## config.mk

```make
export PLATFORM = sky130hd
export DESIGN_NAME = bar_window_decoder
export DESIGN_NICKNAME = d
export VERILOG_FILES = /design/src/rtl/bar_dec_pkg.sv /design/src/rtl/bar_cfg_regs.sv /design/src/rtl/bar_addr_tracker.sv /design/src/rtl/bar_match.sv /design/src/rtl/bar_window_decoder.sv
export SDC_FILE = /design/constraint.sdc
export NUM_CORES = 1
export LEC_CHECK = 0
export BUFFER_PORTS_ARGS = -buffer_cell sky130_fd_sc_hd__buf_2
export CAP_MARGIN = 20
export CORE_MARGIN = 2
export CORE_UTILIZATION = 50
export DETAILED_ROUTE_END_ITERATION = 10
export PLACE_DENSITY_LB_ADDON = 0.08
export SYNTH_ARGS = -nofsm -noshare
export SYNTH_HDL_FRONTEND = slang
export SYNTH_HIERARCHICAL = 1
export SYNTH_SLANG_ARGS = --single-unit
```

## constraint.sdc

```tcl
create_clock -name clk -period 3 [get_ports clk]
set_clock_uncertainty 0.1 [all_clocks]
set_input_delay 0.45 -clock clk [delete_from_list [all_inputs] [get_ports clk]]
set_output_delay 0.45 -clock clk [all_outputs]
set_load 0.05 [all_outputs]
```

## src/rtl/bar_dec_pkg.sv

```systemverilog
package bar_dec_pkg;

    localparam int MAX_WIN     = 6;
    localparam int IDX_W       = 3;
    localparam int CFG_IDX_W   = 6;
    localparam int BAR_DW0     = 4;
    localparam int BURST_STEP  = 4;
    localparam int MEM_MIN_LG2 = 4;
    localparam int IO_MIN_LG2  = 2;

    localparam logic [3:0] CMD_IO_RD    = 4'b0010;
    localparam logic [3:0] CMD_IO_WR    = 4'b0011;
    localparam logic [3:0] CMD_MEM_RD   = 4'b0110;
    localparam logic [3:0] CMD_MEM_WR   = 4'b0111;
    localparam logic [3:0] CMD_MEM_RDM  = 4'b1100;
    localparam logic [3:0] CMD_MEM_RDL  = 4'b1110;
    localparam logic [3:0] CMD_MEM_WRI  = 4'b1111;

    typedef enum logic [1:0] {
        CLS_NONE = 2'd0,
        CLS_MEM  = 2'd1,
        CLS_IO   = 2'd2
    } cmd_cls_e;

    typedef struct packed {
        logic     active;
        cmd_cls_e cls;
    } txn_state_t;

    function automatic cmd_cls_e cmd_class(input logic [3:0] cmd);
        case (cmd)
            CMD_IO_RD, CMD_IO_WR:                   return CLS_IO;
            CMD_MEM_RD, CMD_MEM_WR, CMD_MEM_RDM,
            CMD_MEM_RDL, CMD_MEM_WRI:               return CLS_MEM;
            default:                                return CLS_NONE;
        endcase
    endfunction

    function automatic int eff_lg2(input int raw, input bit is_io);
        int lo;
        lo = is_io ? IO_MIN_LG2 : MEM_MIN_LG2;
        return (raw < lo) ? lo : raw;
    endfunction

    function automatic logic [63:0] win_mask64(input int lg2);
        return ~((64'd1 << lg2) - 64'd1);
    endfunction

endpackage

```

## src/rtl/bar_cfg_regs.sv

```systemverilog
module bar_cfg_regs
    import bar_dec_pkg::*;
#(
    parameter int                       NUM_WIN      = 6,
    parameter int                       ADDR_W       = 32,
    parameter logic [MAX_WIN-1:0]       WIN_IS_IO    = 6'b101010,
    parameter logic [8*MAX_WIN-1:0]     WIN_SIZE_LG2 = {8'd4, 8'd16, 8'd1, 8'd2, 8'd8, 8'd12}
) (
    input  logic                              clk,
    input  logic                              rst,
    input  logic                              cfg_wr,
    input  logic [CFG_IDX_W-1:0]              cfg_dw_idx,
    input  logic [ADDR_W-1:0]                 cfg_wdata,
    output logic [ADDR_W-1:0]                 cfg_rdata,
    output logic [NUM_WIN-1:0][ADDR_W-1:0]    bases
);

    logic [NUM_WIN-1:0][ADDR_W-1:0] rd_val;

    for (genvar i = 0; i < NUM_WIN; i++) begin : g_win
        localparam int              LG2  = eff_lg2(int'(WIN_SIZE_LG2[8*i +: 8]), WIN_IS_IO[i]);
        localparam logic [63:0]     M64  = win_mask64(LG2);
        localparam logic [ADDR_W-1:0] MASK = M64[ADDR_W-1:0];
        localparam logic [CFG_IDX_W-1:0] MY_IDX = CFG_IDX_W'(BAR_DW0 + i);

        logic [ADDR_W-1:0] base_q;

        always_ff @(posedge clk) begin
            if (rst) begin
                base_q <= '0;
            end else if (cfg_wr && (cfg_dw_idx == MY_IDX)) begin
                base_q <= cfg_wdata & MASK;
            end
        end

        assign bases[i]  = base_q;
        assign rd_val[i] = base_q | ADDR_W'(WIN_IS_IO[i]);
    end

    always_comb begin
        cfg_rdata = '0;
        for (int i = 0; i < NUM_WIN; i++) begin
            if (cfg_dw_idx == CFG_IDX_W'(BAR_DW0 + i)) begin
                cfg_rdata = rd_val[i];
            end
        end
    end

endmodule

```

## src/rtl/bar_addr_tracker.sv

```systemverilog
module bar_addr_tracker
    import bar_dec_pkg::*;
#(
    parameter int ADDR_W = 32
) (
    input  logic              clk,
    input  logic              rst,
    input  logic              txn_start,
    input  logic              txn_end,
    input  logic [ADDR_W-1:0] bus_addr,
    input  logic [3:0]        bus_cmd,
    input  logic              init_rdy,
    input  logic              tgt_rdy,
    output logic [ADDR_W-1:0] cur_addr,
    output txn_state_t        cur_state
);

    localparam logic [ADDR_W-1:0] STEP = ADDR_W'(BURST_STEP);

    logic [ADDR_W-1:0] addr_q;
    txn_state_t        st_q;
    logic              data_phase;

    assign data_phase = st_q.active && init_rdy && tgt_rdy;

    always_ff @(posedge clk) begin
        if (rst) begin
            addr_q    <= '0;
            st_q      <= '{active: 1'b0, cls: CLS_NONE};
        end else if (txn_start) begin
            addr_q    <= bus_addr;
            st_q      <= '{active: 1'b1, cls: cmd_class(bus_cmd)};
        end else if (txn_end) begin
            st_q      <= '{active: 1'b0, cls: CLS_NONE};
        end else if (data_phase) begin
            addr_q    <= addr_q + STEP;
        end
    end

    assign cur_addr  = addr_q;
    assign cur_state = st_q;

endmodule

```

## src/rtl/bar_match.sv

```systemverilog
module bar_match
    import bar_dec_pkg::*;
#(
    parameter int                       NUM_WIN      = 6,
    parameter int                       ADDR_W       = 32,
    parameter logic [MAX_WIN-1:0]       WIN_IS_IO    = 6'b101010,
    parameter logic [8*MAX_WIN-1:0]     WIN_SIZE_LG2 = {8'd4, 8'd16, 8'd1, 8'd2, 8'd8, 8'd12}
) (
    input  logic [NUM_WIN-1:0][ADDR_W-1:0] bases,
    input  logic [ADDR_W-1:0]              cur_addr,
    input  txn_state_t                     cur_state,
    output logic                           hit,
    output logic [IDX_W-1:0]               hit_idx
);

    logic [NUM_WIN-1:0] win_hit;

    for (genvar i = 0; i < NUM_WIN; i++) begin : g_cmp
        localparam int                LG2  = eff_lg2(int'(WIN_SIZE_LG2[8*i +: 8]), WIN_IS_IO[i]);
        localparam logic [63:0]       M64  = win_mask64(LG2);
        localparam logic [ADDR_W-1:0] MASK = M64[ADDR_W-1:0];
        localparam cmd_cls_e          WANT = WIN_IS_IO[i] ? CLS_IO : CLS_MEM;

        logic type_ok;
        logic base_set;
        logic addr_eq;

        assign type_ok  = cur_state.active && (cur_state.cls == WANT);
        assign base_set = |bases[i];
        assign addr_eq  = ((cur_addr & MASK) == bases[i]);
        assign win_hit[i] = type_ok && base_set && addr_eq;
    end

    always_comb begin
        hit     = 1'b0;
        hit_idx = '0;
        for (int i = NUM_WIN - 1; i >= 0; i--) begin
            if (win_hit[i]) begin
                hit     = 1'b1;
                hit_idx = IDX_W'(i);
            end
        end
    end

endmodule

```

## src/rtl/bar_window_decoder.sv

```systemverilog
module bar_window_decoder
    import bar_dec_pkg::*;
#(
    parameter int                       NUM_WIN      = 6,
    parameter int                       ADDR_W       = 32,
    parameter logic [MAX_WIN-1:0]       WIN_IS_IO    = 6'b101010,
    parameter logic [8*MAX_WIN-1:0]     WIN_SIZE_LG2 = {8'd4, 8'd16, 8'd1, 8'd2, 8'd8, 8'd12}
) (
    input  logic                  clk,
    input  logic                  rst,
    input  logic                  cfg_wr,
    input  logic [CFG_IDX_W-1:0]  cfg_dw_idx,
    input  logic [ADDR_W-1:0]     cfg_wdata,
    output logic [ADDR_W-1:0]     cfg_rdata,
    input  logic                  txn_start,
    input  logic                  txn_end,
    input  logic [ADDR_W-1:0]     bus_addr,
    input  logic [3:0]            bus_cmd,
    input  logic                  init_rdy,
    input  logic                  tgt_rdy,
    output logic                  hit,
    output logic [IDX_W-1:0]      hit_idx
);

    logic [NUM_WIN-1:0][ADDR_W-1:0] bases;
    logic [ADDR_W-1:0]              trk_addr;
    txn_state_t                     trk_state;

    bar_cfg_regs #(
        .NUM_WIN      (NUM_WIN),
        .ADDR_W       (ADDR_W),
        .WIN_IS_IO    (WIN_IS_IO),
        .WIN_SIZE_LG2 (WIN_SIZE_LG2)
    ) u_regs (
        .clk        (clk),
        .rst        (rst),
        .cfg_wr     (cfg_wr),
        .cfg_dw_idx (cfg_dw_idx),
        .cfg_wdata  (cfg_wdata),
        .cfg_rdata  (cfg_rdata),
        .bases      (bases)
    );

    bar_addr_tracker #(
        .ADDR_W (ADDR_W)
    ) u_trk (
        .clk       (clk),
        .rst       (rst),
        .txn_start (txn_start),
        .txn_end   (txn_end),
        .bus_addr  (bus_addr),
        .bus_cmd   (bus_cmd),
        .init_rdy  (init_rdy),
        .tgt_rdy   (tgt_rdy),
        .cur_addr  (trk_addr),
        .cur_state (trk_state)
    );

    bar_match #(
        .NUM_WIN      (NUM_WIN),
        .ADDR_W       (ADDR_W),
        .WIN_IS_IO    (WIN_IS_IO),
        .WIN_SIZE_LG2 (WIN_SIZE_LG2)
    ) u_match (
        .bases     (bases),
        .cur_addr  (trk_addr),
        .cur_state (trk_state),
        .hit       (hit),
        .hit_idx   (hit_idx)
    );

endmodule

```

==> impl_metrics.env, run 1 <==
export IMPL_place_area_um2=12610
export IMPL_max_cap_viol_count=0
export IMPL_relSlewSlack_pct=41.48
export IMPL_cts_tree="built"
export IMPL_die_w_um=156.0
export IMPL_antenna_left=0
export IMPL_fp_dieH_um=156.0
export IMPL_layoutNonFillerInstCount=1760
export IMPL_timing_final_ws_setup_ns=-0.1029
export IMPL_period_share_pct=103.4
export IMPL_finalSetupViolCount=4
export IMPL_cp_arrival_ns=2.55
export IMPL_drcViolationCount=0
export IMPL_num_antenna_cells=0
export IMPL_min_path_type="primary input to register"
export IMPL_drv_slew=0
export IMPL_clk_pin_slew_ns=0.07
export IMPL_fill_cells=2017
export IMPL_drive_gt1_share_pct=26.71
export IMPL_fp_coreArea_um2=22640
export IMPL_netlist_instances=1317
export IMPL_endpoint_kind="output port"
export IMPL_p_per_area_nw_per_um2=414.0
export IMPL_vias=11220
export IMPL_ys_warn_count=6
export IMPL_gp_congestion=1.048
export IMPL_crit_path_max_fanout=3
export IMPL_drt_iter0_drc=1230
export IMPL_worst_path_stages=9
export IMPL_violations="negative setup slack"
export IMPL_path_class="register to output port"
export IMPL_rows=55
export IMPL_status="finished, violations left"
export IMPL_start_util_pct=51.00
export IMPL_dp_cells=1711
export IMPL_vdd_drop_max_mv=0.3339
export IMPL_area_growth_pct=19.45
export IMPL_mostFrequentLayoutCells="dfxtp_1 (137), xor2_1 (123), buf_4 (120), nand2b_1 (109), buf_2 (106)"
export IMPL_fmax_ghz=0.3223
export IMPL_path_cells="buf_4 > nor4_2 > nand4_1 > nor2_2 > nor4_4 > buf_6 > nor4_4 > nor2b_4 > buf_6"
export IMPL_worst_r2r_setup_slack_ns=0.83
export IMPL_wirelength_mm=44.41
export IMPL_hpwl_mm=32.24
export IMPL_crit_family="simple AND/OR/NAND/NOR gates"
export IMPL_syn_mean_instance_area_um2=8.767
export IMPL_ctsHtreeMaxLevel=4
export IMPL_wl_per_cell_um=25.23
export IMPL_max_stage_delay_ns=0.41
export IMPL_synth_area_um2=11550
export IMPL_dr_pass1_iters=5
export IMPL_cp_required_ns=2.45
export IMPL_hold_violations=0
export IMPL_rsz0062_at_grt="true"
export IMPL_cts_buffers_inserted=17
export IMPL_period_minus_slack_ns=3.103
export IMPL_gr_total_overflow=0
export IMPL_layout_nets=1544
export IMPL_cp_slowest_cell="nor4_4"
export IMPL_worst_slew_pin_slew_ns=0.8778
export IMPL_cts_root_buf="clkbuf_16"
export IMPL_grt_pass1_wl_mm=66.83
export IMPL_grt_max_degree=91
export IMPL_r2r_cells=4
export IMPL_final_common_cell="dfxtp_1"
export IMPL_die_area_um2=24320
export IMPL_crit_buf_inv=3
export IMPL_design_power_total_mw=5.710
export IMPL_start_kind="register"
export IMPL_fin_area_um2=13790
export IMPL_clockBufferDepth=2
export IMPL_io_pins=117
export IMPL_io_buffers=111
export IMPL_holdPathStages=2
export IMPL_viasPerCell=6.374
export IMPL_grt_usage_pct=36.74
export IMPL_cts_hold_buf=0
export IMPL_grt_antenna_before_repair=0
export IMPL_clkSinkCount=179
export IMPL_clk_latency_ns=0.44
export IMPL_p_leak_nw=6.183
export IMPL_grt_pass1_vias=10750
per-stage QoR:
step	utilization [%]	setup slack, ns	hold WS, ns	TNS (ns)
2_1_floorplan	-	0.03565	0.3558	0
3_3_place_gp	55.68	0.01972	0.3660	0
3_5_place_dp	55.68	0.04851	0.3721	0
4_1_cts	60.17	-0.05264	0.1479	-0.1115
5_1_grt	60.92	-0.1662	0.1588	-0.4461
6_report	60.92	-0.1029	0.1555	-0.2606
cell type report:
cell class,count,area (um2),area share (%)
flip-flops and latches,179,3671,26.62
repair buffers,238,1593,11.55
inverters,6,22.52,0.1633
multi-input cells,1020,7536,54.64
clock inverters,14,173.9,1.261
well taps,285,356.6,2.585
clock buffers,18,439.2,3.184
path summary, 6_finish.rpt:
check,from,end
setup / recovery,u_regs/g_win[3].base_q[23],hit_idx[2]
hold / removal,bus_addr[4],u_trk/cur_addr[4]
setup reg to reg,u_trk/cur_addr[6],u_trk/cur_addr[28]
hold reg to reg,u_trk/cur_state[0],u_trk/cur_state[0]
layer usage:
metal	wire length (um)	GRT usage (%)	vias to the layer above
met5	0	0	-
met4	1973	15.55	0
met3	4378	6.972	129
met2	20270	58.51	662
met1	17780	48.89	5414
li1	-	-	5013
state kept, by name (all words and copies together), names as in the netlist:
register and cells:
u_trk/cur_addr 30, u_trk/cur_state 3, u_regs/g_win.base_q 146
power breakdown:
| group | switching, mW | leakage [nW] | total, mW | internal (mW) |
|---|---|---|---|---|
| combinational | 0.455 | 4.41 | 0.778 | 0.323 |
| sequential | 0.0894 | 1.47 | 2.50 | 2.41 |
| clock | 1.08 | 0.307 | 2.43 | 1.35 |
timing repair:
item / 4_1_cts / 5_1_grt
endpoints found under the hold margin: 0 / 0
endpoints found under the setup margin: 4 / 4
pin swaps: 19 / 22
buffers inserted: 15 / 2
gates resized for setup: 86 / 32
Note: power is estimated with default switching activity, not from simulation.
==> run 2, diff against run 1 <==
ABC_AREA = 1   (was not set)
==> impl_metrics.env, run 2 <==
export IMPL_maxUsedRoutingLayer="met4"
export IMPL_start_util_pct=51.11
export IMPL_cts_hold_buf=0
export IMPL_min_path_type="primary input to register"
export IMPL_wl_met1_mm=20.38
export IMPL_io_pins=117
export IMPL_crit_buf_inv=2
export IMPL_r2r_cells=7
export IMPL_fin_tns_setup_ns=0
export IMPL_synth_area_um2=12070
export IMPL_drcViolationCount=0
export IMPL_r2r_start="u_trk/cur_addr[4]"
export IMPL_p_comb_share_pct=12.6
export IMPL_gp_congestion=0.9978
export IMPL_worst_r2r_setup_slack_ns=1.19
export IMPL_rows=56
export IMPL_fin_area_um2=13400
export IMPL_pwr_share_clk_pct=41.9
export IMPL_postCtsSetupBuffers=0
export IMPL_crit_start="u_regs/g_win[5].base_q[4]"
export IMPL_status="completed"
export IMPL_clk_latency_ns=0.45
export IMPL_grt_pass1_vias=11960
export IMPL_largest_reg_flops=146
export IMPL_syn_mean_instance_area_um2=5.972
export IMPL_final_common_cell="nor2_1"
export IMPL_mostFrequentLayoutCells="nor2_1 (519), nand2_1 (478), dfxtp_1 (166), inv_1 (161), o21ai_0 (113)"
export IMPL_wl_met3_mm=4.741
export IMPL_holdPathStages=3
export IMPL_endpoint_kind="output port"
export IMPL_wirelength_mm=47.26
export IMPL_regMostFlops="u_regs/g_win.base_q"
export IMPL_hpwl_mm=35.00
export IMPL_wl_per_cell_um=19.32
export IMPL_seqPwrFrac_pct=45.5
export IMPL_grt_max_degree=72
export IMPL_vdd_drop_max_mv=0.2627
export IMPL_worstReg2RegEnd="u_trk/cur_addr[13]"
export IMPL_die_area_um2=25400
export IMPL_area_growth_pct=11.01
export IMPL_viasPerCell=5.454
export IMPL_cp_arrival_ns=2.40
export IMPL_clkSinkCount=179
export IMPL_place_area_um2=12790
export IMPL_clockBufferDepth=2
export IMPL_dr_pass1_iters=7
export IMPL_grt_usage_pct=36.53
export IMPL_io_buffers=111
export IMPL_num_antenna_cells=0
export IMPL_drv_slew=0
export IMPL_drive_gt1_share_pct=12.83
export IMPL_wl_met2_mm=20.38
export IMPL_hold_violations=0
export IMPL_max_stage_delay_ns=0.42
export IMPL_grt_pass1_wl_mm=71.23
export IMPL_netlist_instances=2021
export IMPL_cts_tree="built"
export IMPL_start_kind="register"
export IMPL_crit_family="simple AND/OR/NAND/NOR gates"
export IMPL_worst_slew_pin_slew_ns=0.7190
export IMPL_hold_start="cfg_wdata[2]"
export IMPL_die_w_um=159.4
export IMPL_switchingPower_mw=1.690
export IMPL_p_leak_nw=6.081
export IMPL_relSlewSlack_pct=52.00
export IMPL_internal_power_mw=3.817
export IMPL_cp_required_ns=2.45
export IMPL_path_cells="inv_1 > nand2_1 > o21ai_0 > nor2_1 > nand3_1 > nor2_1 > nand2_1 > nor2_1 > nor2_1 > nor2_1 > clkbuf_4"
export IMPL_cts_buffers_inserted=17
export IMPL_max_cap_viol_count=0
export IMPL_layout_nets=2196
export IMPL_period_share_pct=98.50
export IMPL_cts_root_buf="clkbuf_16"
export IMPL_p_sw_share_pct=30.68
export IMPL_cp_slowest_cell="dfxtp_1"
export IMPL_fmax_ghz=0.3384
export IMPL_finalSetupViolCount=0
export IMPL_timing_critical_path_mode_cell="nor2_1"
export IMPL_antenna_left=0
export IMPL_vias=13340
export IMPL_gr_total_overflow=0
export IMPL_grt_antenna_before_repair=2
export IMPL_crit_path_max_fanout=4
export IMPL_period_minus_slack_ns=2.955
export IMPL_clk_pin_slew_ns=0.08
export IMPL_fp_coreArea_um2=23610
export IMPL_ctsHtreeMaxLevel=4
export IMPL_ys_warn_count=6
export IMPL_p_per_area_nw_per_um2=411.0
export IMPL_whs_endpoint="u_regs/g_win[3].base_q[2]"
export IMPL_path_class="register to output port"
export IMPL_fp_dieH_um=159.4
export IMPL_drt_iter0_drc=1673
==> run 2: final cells by class <==
type	count	area [um2]
Timing Repair Buffer	160	988.4
Multi-Input combinational cell	1577	7152
Inverter	179	673.1
Clock buffer	19	452.9
Fill cell	2490	10210
Clock inverter	13	132.6
Sequential cell	179	3600
Tap cell	319	399.1
==> run 2: power groups by stage <==
| stage | clock network [mW] | logic, mW | registers (mW) |
|---|---|---|---|
| CTS | 2.31 | 0.673 | 2.50 |
| global placement | 0 | 0.664 | 2.56 |
| global route | 2.41 | 0.765 | 2.51 |
| detailed placement | 0 | 0.669 | 2.56 |
| finish | 2.30 | 0.694 | 2.51 |
| floorplan | 0 | 0.483 | 2.52 |
==> run 2: worst max path at each step <==
stage          cells after the start  slack [ns]       endpoint
2_1_floorplan                      5        0.43   cfg_rdata[2]
3_3_place_gp                       7        0.30  cfg_rdata[30]
3_5_place_dp                       8        0.27  cfg_rdata[30]
4_1_cts                           11        0.01     hit_idx[0]
5_1_grt                           11      -0.001            hit
6_report                          11        0.05     hit_idx[2]
==> run 2: worst register-to-register path, delay by kind of cell (launching register included) <==
kind	cells	cell delay, ns
XOR/XNOR	1	0.17
AO/OA/AOI/OAI	1	0.15
AND/OR/NAND/NOR	5	0.78
flip-flops	1	0.55
==> run 2: repair_timing <==
item / in CTS / in global routing
pin swaps: 0 / 0
resized for setup: 1 / 14
setup endpoints to repair: 3 / 4
==> run 2: metal layers <==
layer,global-route usage (%),up-vias
met5,0,-
met4,13.31,0
met3,4.819,105
met2,57.96,728
met1,50.84,6060
li1,-,6447
==> run 2: metrics by stage <==
stage | hold slack, ns | power (mW) | std cells | utilization [%] | setup WS (ns)
4_1_cts | 0.1358 | 5.489 | 2446 | 56.66 | 0.009705
2_1_floorplan | 0.3433 | 2.998 | 2067 | - | 0.4297
3_5_place_dp | 0.3690 | 3.227 | 2414 | 54.17 | 0.2748
6_report | 0.1496 | 5.507 | 2446 | 56.74 | 0.04501
3_3_place_gp | 0.3577 | 3.222 | 2414 | 54.17 | 0.3031
5_1_grt | 0.1736 | 5.691 | 2446 | 56.74 | -0.001002
==> run 3, diff against run 2 <==
PLACE_DENSITY = 0.75   (was not set)
PLACE_DENSITY_LB_ADDON = not set   (was 0.08)
REMOVE_ABC_BUFFERS = 1   (was not set)
TNS_END_PERCENT = 10   (was not set)
==> impl_metrics.env, run 3 (synthesized netlist as in run 2, its figures left out) <==
export IMPL_status="completed"
export IMPL_cts_root_buf="clkbuf_16"
export IMPL_clkSinkCount=179
export IMPL_wl_per_cell_um=18.48
export IMPL_crit_family="simple AND/OR/NAND/NOR gates"
export IMPL_drt_iter0_drc=1761
export IMPL_place_area_um2=12700
export IMPL_relSlewSlack_pct=52.90
export IMPL_clockBufferDepth=2
export IMPL_final_common_cell="nor2_1"
export IMPL_max_stage_delay_ns=0.36
export IMPL_layout_nets=2189
export IMPL_p_per_area_nw_per_um2=410.9
export IMPL_ctsHtreeMaxLevel=4
export IMPL_fin_area_um2=13300
export IMPL_worst_slew_pin_slew_ns=0.7054
export IMPL_grt_pass1_vias=12230
export IMPL_cp_required_ns=2.45
export IMPL_drv_slew=0
export IMPL_endpoint_kind="output port"
export IMPL_mostFrequentLayoutCells="nor2_1 (516), nand2_1 (478), dfxtp_1 (164), inv_1 (161), o21ai_0 (113)"
export IMPL_drive_gt1_share_pct=12.78
export IMPL_cts_tree="built"
export IMPL_cp_slowest_cell="dfxtp_1"
export IMPL_clk_pin_slew_ns=0.08
export IMPL_gr_total_overflow=0
export IMPL_finalSetupViolCount=0
export IMPL_fp_dieH_um=159.4
export IMPL_path_class="register to output port"
export IMPL_start_kind="register"
export IMPL_max_cap_viol_count=0
export IMPL_rows=56
export IMPL_hold_violations=0
export IMPL_timing_critical_path_mode_cell="nor2_1"
export IMPL_drcViolationCount=0
export IMPL_grt_max_degree=52
export IMPL_crit_path_max_fanout=5
export IMPL_num_antenna_cells=0
export IMPL_grt_usage_pct=34.84
export IMPL_io_buffers=111
export IMPL_start_util_pct=51.11
export IMPL_hpwl_mm=33.87
export IMPL_cp_arrival_ns=2.38
export IMPL_largest_reg_flops=146
export IMPL_gp_congestion=1.067
export IMPL_clk_latency_ns=0.44
export IMPL_path_cells="nor2_1 > nand3_1 > nor2_1 > nand3_1 > nand3_1 > nor2_2 > nor2_1 > nand2_1 > nor2_1 > buf_4"
export IMPL_grt_antenna_before_repair=0
export IMPL_design_power_total_mw=5.467
export IMPL_period_share_pct=97.60
export IMPL_io_pins=117
export IMPL_period_minus_slack_ns=2.928
export IMPL_regMostFlops="u_regs/g_win.base_q"
export IMPL_p_leak_nw=6.029
export IMPL_fp_coreArea_um2=23610
export IMPL_vias=13470
export IMPL_die_w_um=159.4
export IMPL_area_growth_pct=10.23
export IMPL_wirelength_mm=45.08
export IMPL_antenna_left=0
export IMPL_grt_pass1_wl_mm=68.99
export IMPL_rsz0062_at_grt="false"
export IMPL_cts_buffers_inserted=17
export IMPL_fmax_ghz=0.3415
export IMPL_vdd_drop_max_mv=0.3597
export IMPL_dr_pass1_iters=6
export IMPL_viasPerCell=5.524
export IMPL_min_path_type="primary input to register"
export IMPL_crit_buf_inv=1
export IMPL_die_area_um2=25400
export IMPL_postCtsSetupBuffers=0
[run 3: changes by cell type in the layout (fill, tap and decap cells not counted)]
cell / delta
clkinv_2: +4
buf_12: -3
inv_8: -3
nor2_1: -3
nor2_2: +3
buf_2: -2
buf_4: -2
clkbuf_8: -2
dfxtp_1: -2
dfxtp_2: +2
inv_6: +2
bufinv_16: +1
clkinv_4: -1
clkinv_8: -1
[run 3: worst paths after layout]
check	to	from	slack, ns	cells past startpoint
worst max-delay path	hit_idx[2]	u_regs/g_win[2].base_q[25]	0.07	10
worst min register to register	u_trk/cur_state[1]	u_trk/cur_state[1]	0.37	2
worst max register to register	u_trk/cur_addr[25]	u_trk/cur_addr[16]	1.09	9
worst min-delay path	u_regs/g_win[3].base_q[3]	cfg_wdata[3]	0.16	3
[run 3: layer usage]
| metal | vias up | GRT usage [%] | part of all wire [%] |
|---|---|---|---|
| met5 | - | 0 | 0 |
| met4 | 0 | 11.49 | 3.0 |
| met3 | 98 | 6.616 | 10 |
| met2 | 791 | 56.36 | 45 |
| met1 | 6145 | 46.81 | 42 |
| li1 | 6440 | - | - |
[run 3: where the power goes]
part | total [mW] | internal [mW] | switching (mW)
clock | 2.27 | 1.17 | 1.10
combinational | 0.690 | 0.240 | 0.449
sequential | 2.50 | 2.42 | 0.0884
total | 5.47 | 3.83 | 1.64
[run 3: through the flow]
step / hold slack (ns) / setup slack (ns) / cells / TNS (ns) / utilization (%)
after floorplan: 0.3373 / -0.3429 / 1935 / -13.76 / -
after global placement: 0.3560 / 0.4570 / 2407 / 0 / 53.79
after detailed placement: 0.3642 / 0.4598 / 2407 / 0 / 53.79
after CTS: 0.1564 / 0.0005589 / 2439 / 0 / 56.19
after global routing: 0.1756 / 0.004018 / 2439 / 0 / 56.34
final: 0.1637 / 0.07199 / 2439 / 0 / 56.34
[run 3: repair_timing]
| item | CTS | global route |
|---|---|---|
| endpoints found under the setup margin | 2 | 4 |
| gates cloned | 0 | 0 |
| hold buffers | 0 | 0 |
| gates resized for setup | 1 | 23 |
[run 3: cell type report]
class                      instances  area, um2
fill                            2492      10310
multi-input combinational       1577       7159
sequential                       179       3602
timing repair buffer             153      903.4
inverter                         179      673.1
clock buffer                      17      425.4
tap                              319      399.1
clock inverter                    15      141.4
[run 3: worst reg2reg max path, cell delays in order, from the launching register on]
cell     delay, ns
dfxtp_2       0.48
buf_4         0.21
nand2_1       0.10
nor2_1        0.19
nand2_1       0.12
nor2_4        0.17
inv_2         0.07
o21ai_2       0.11
nand3_1       0.08
a21oi_1       0.20
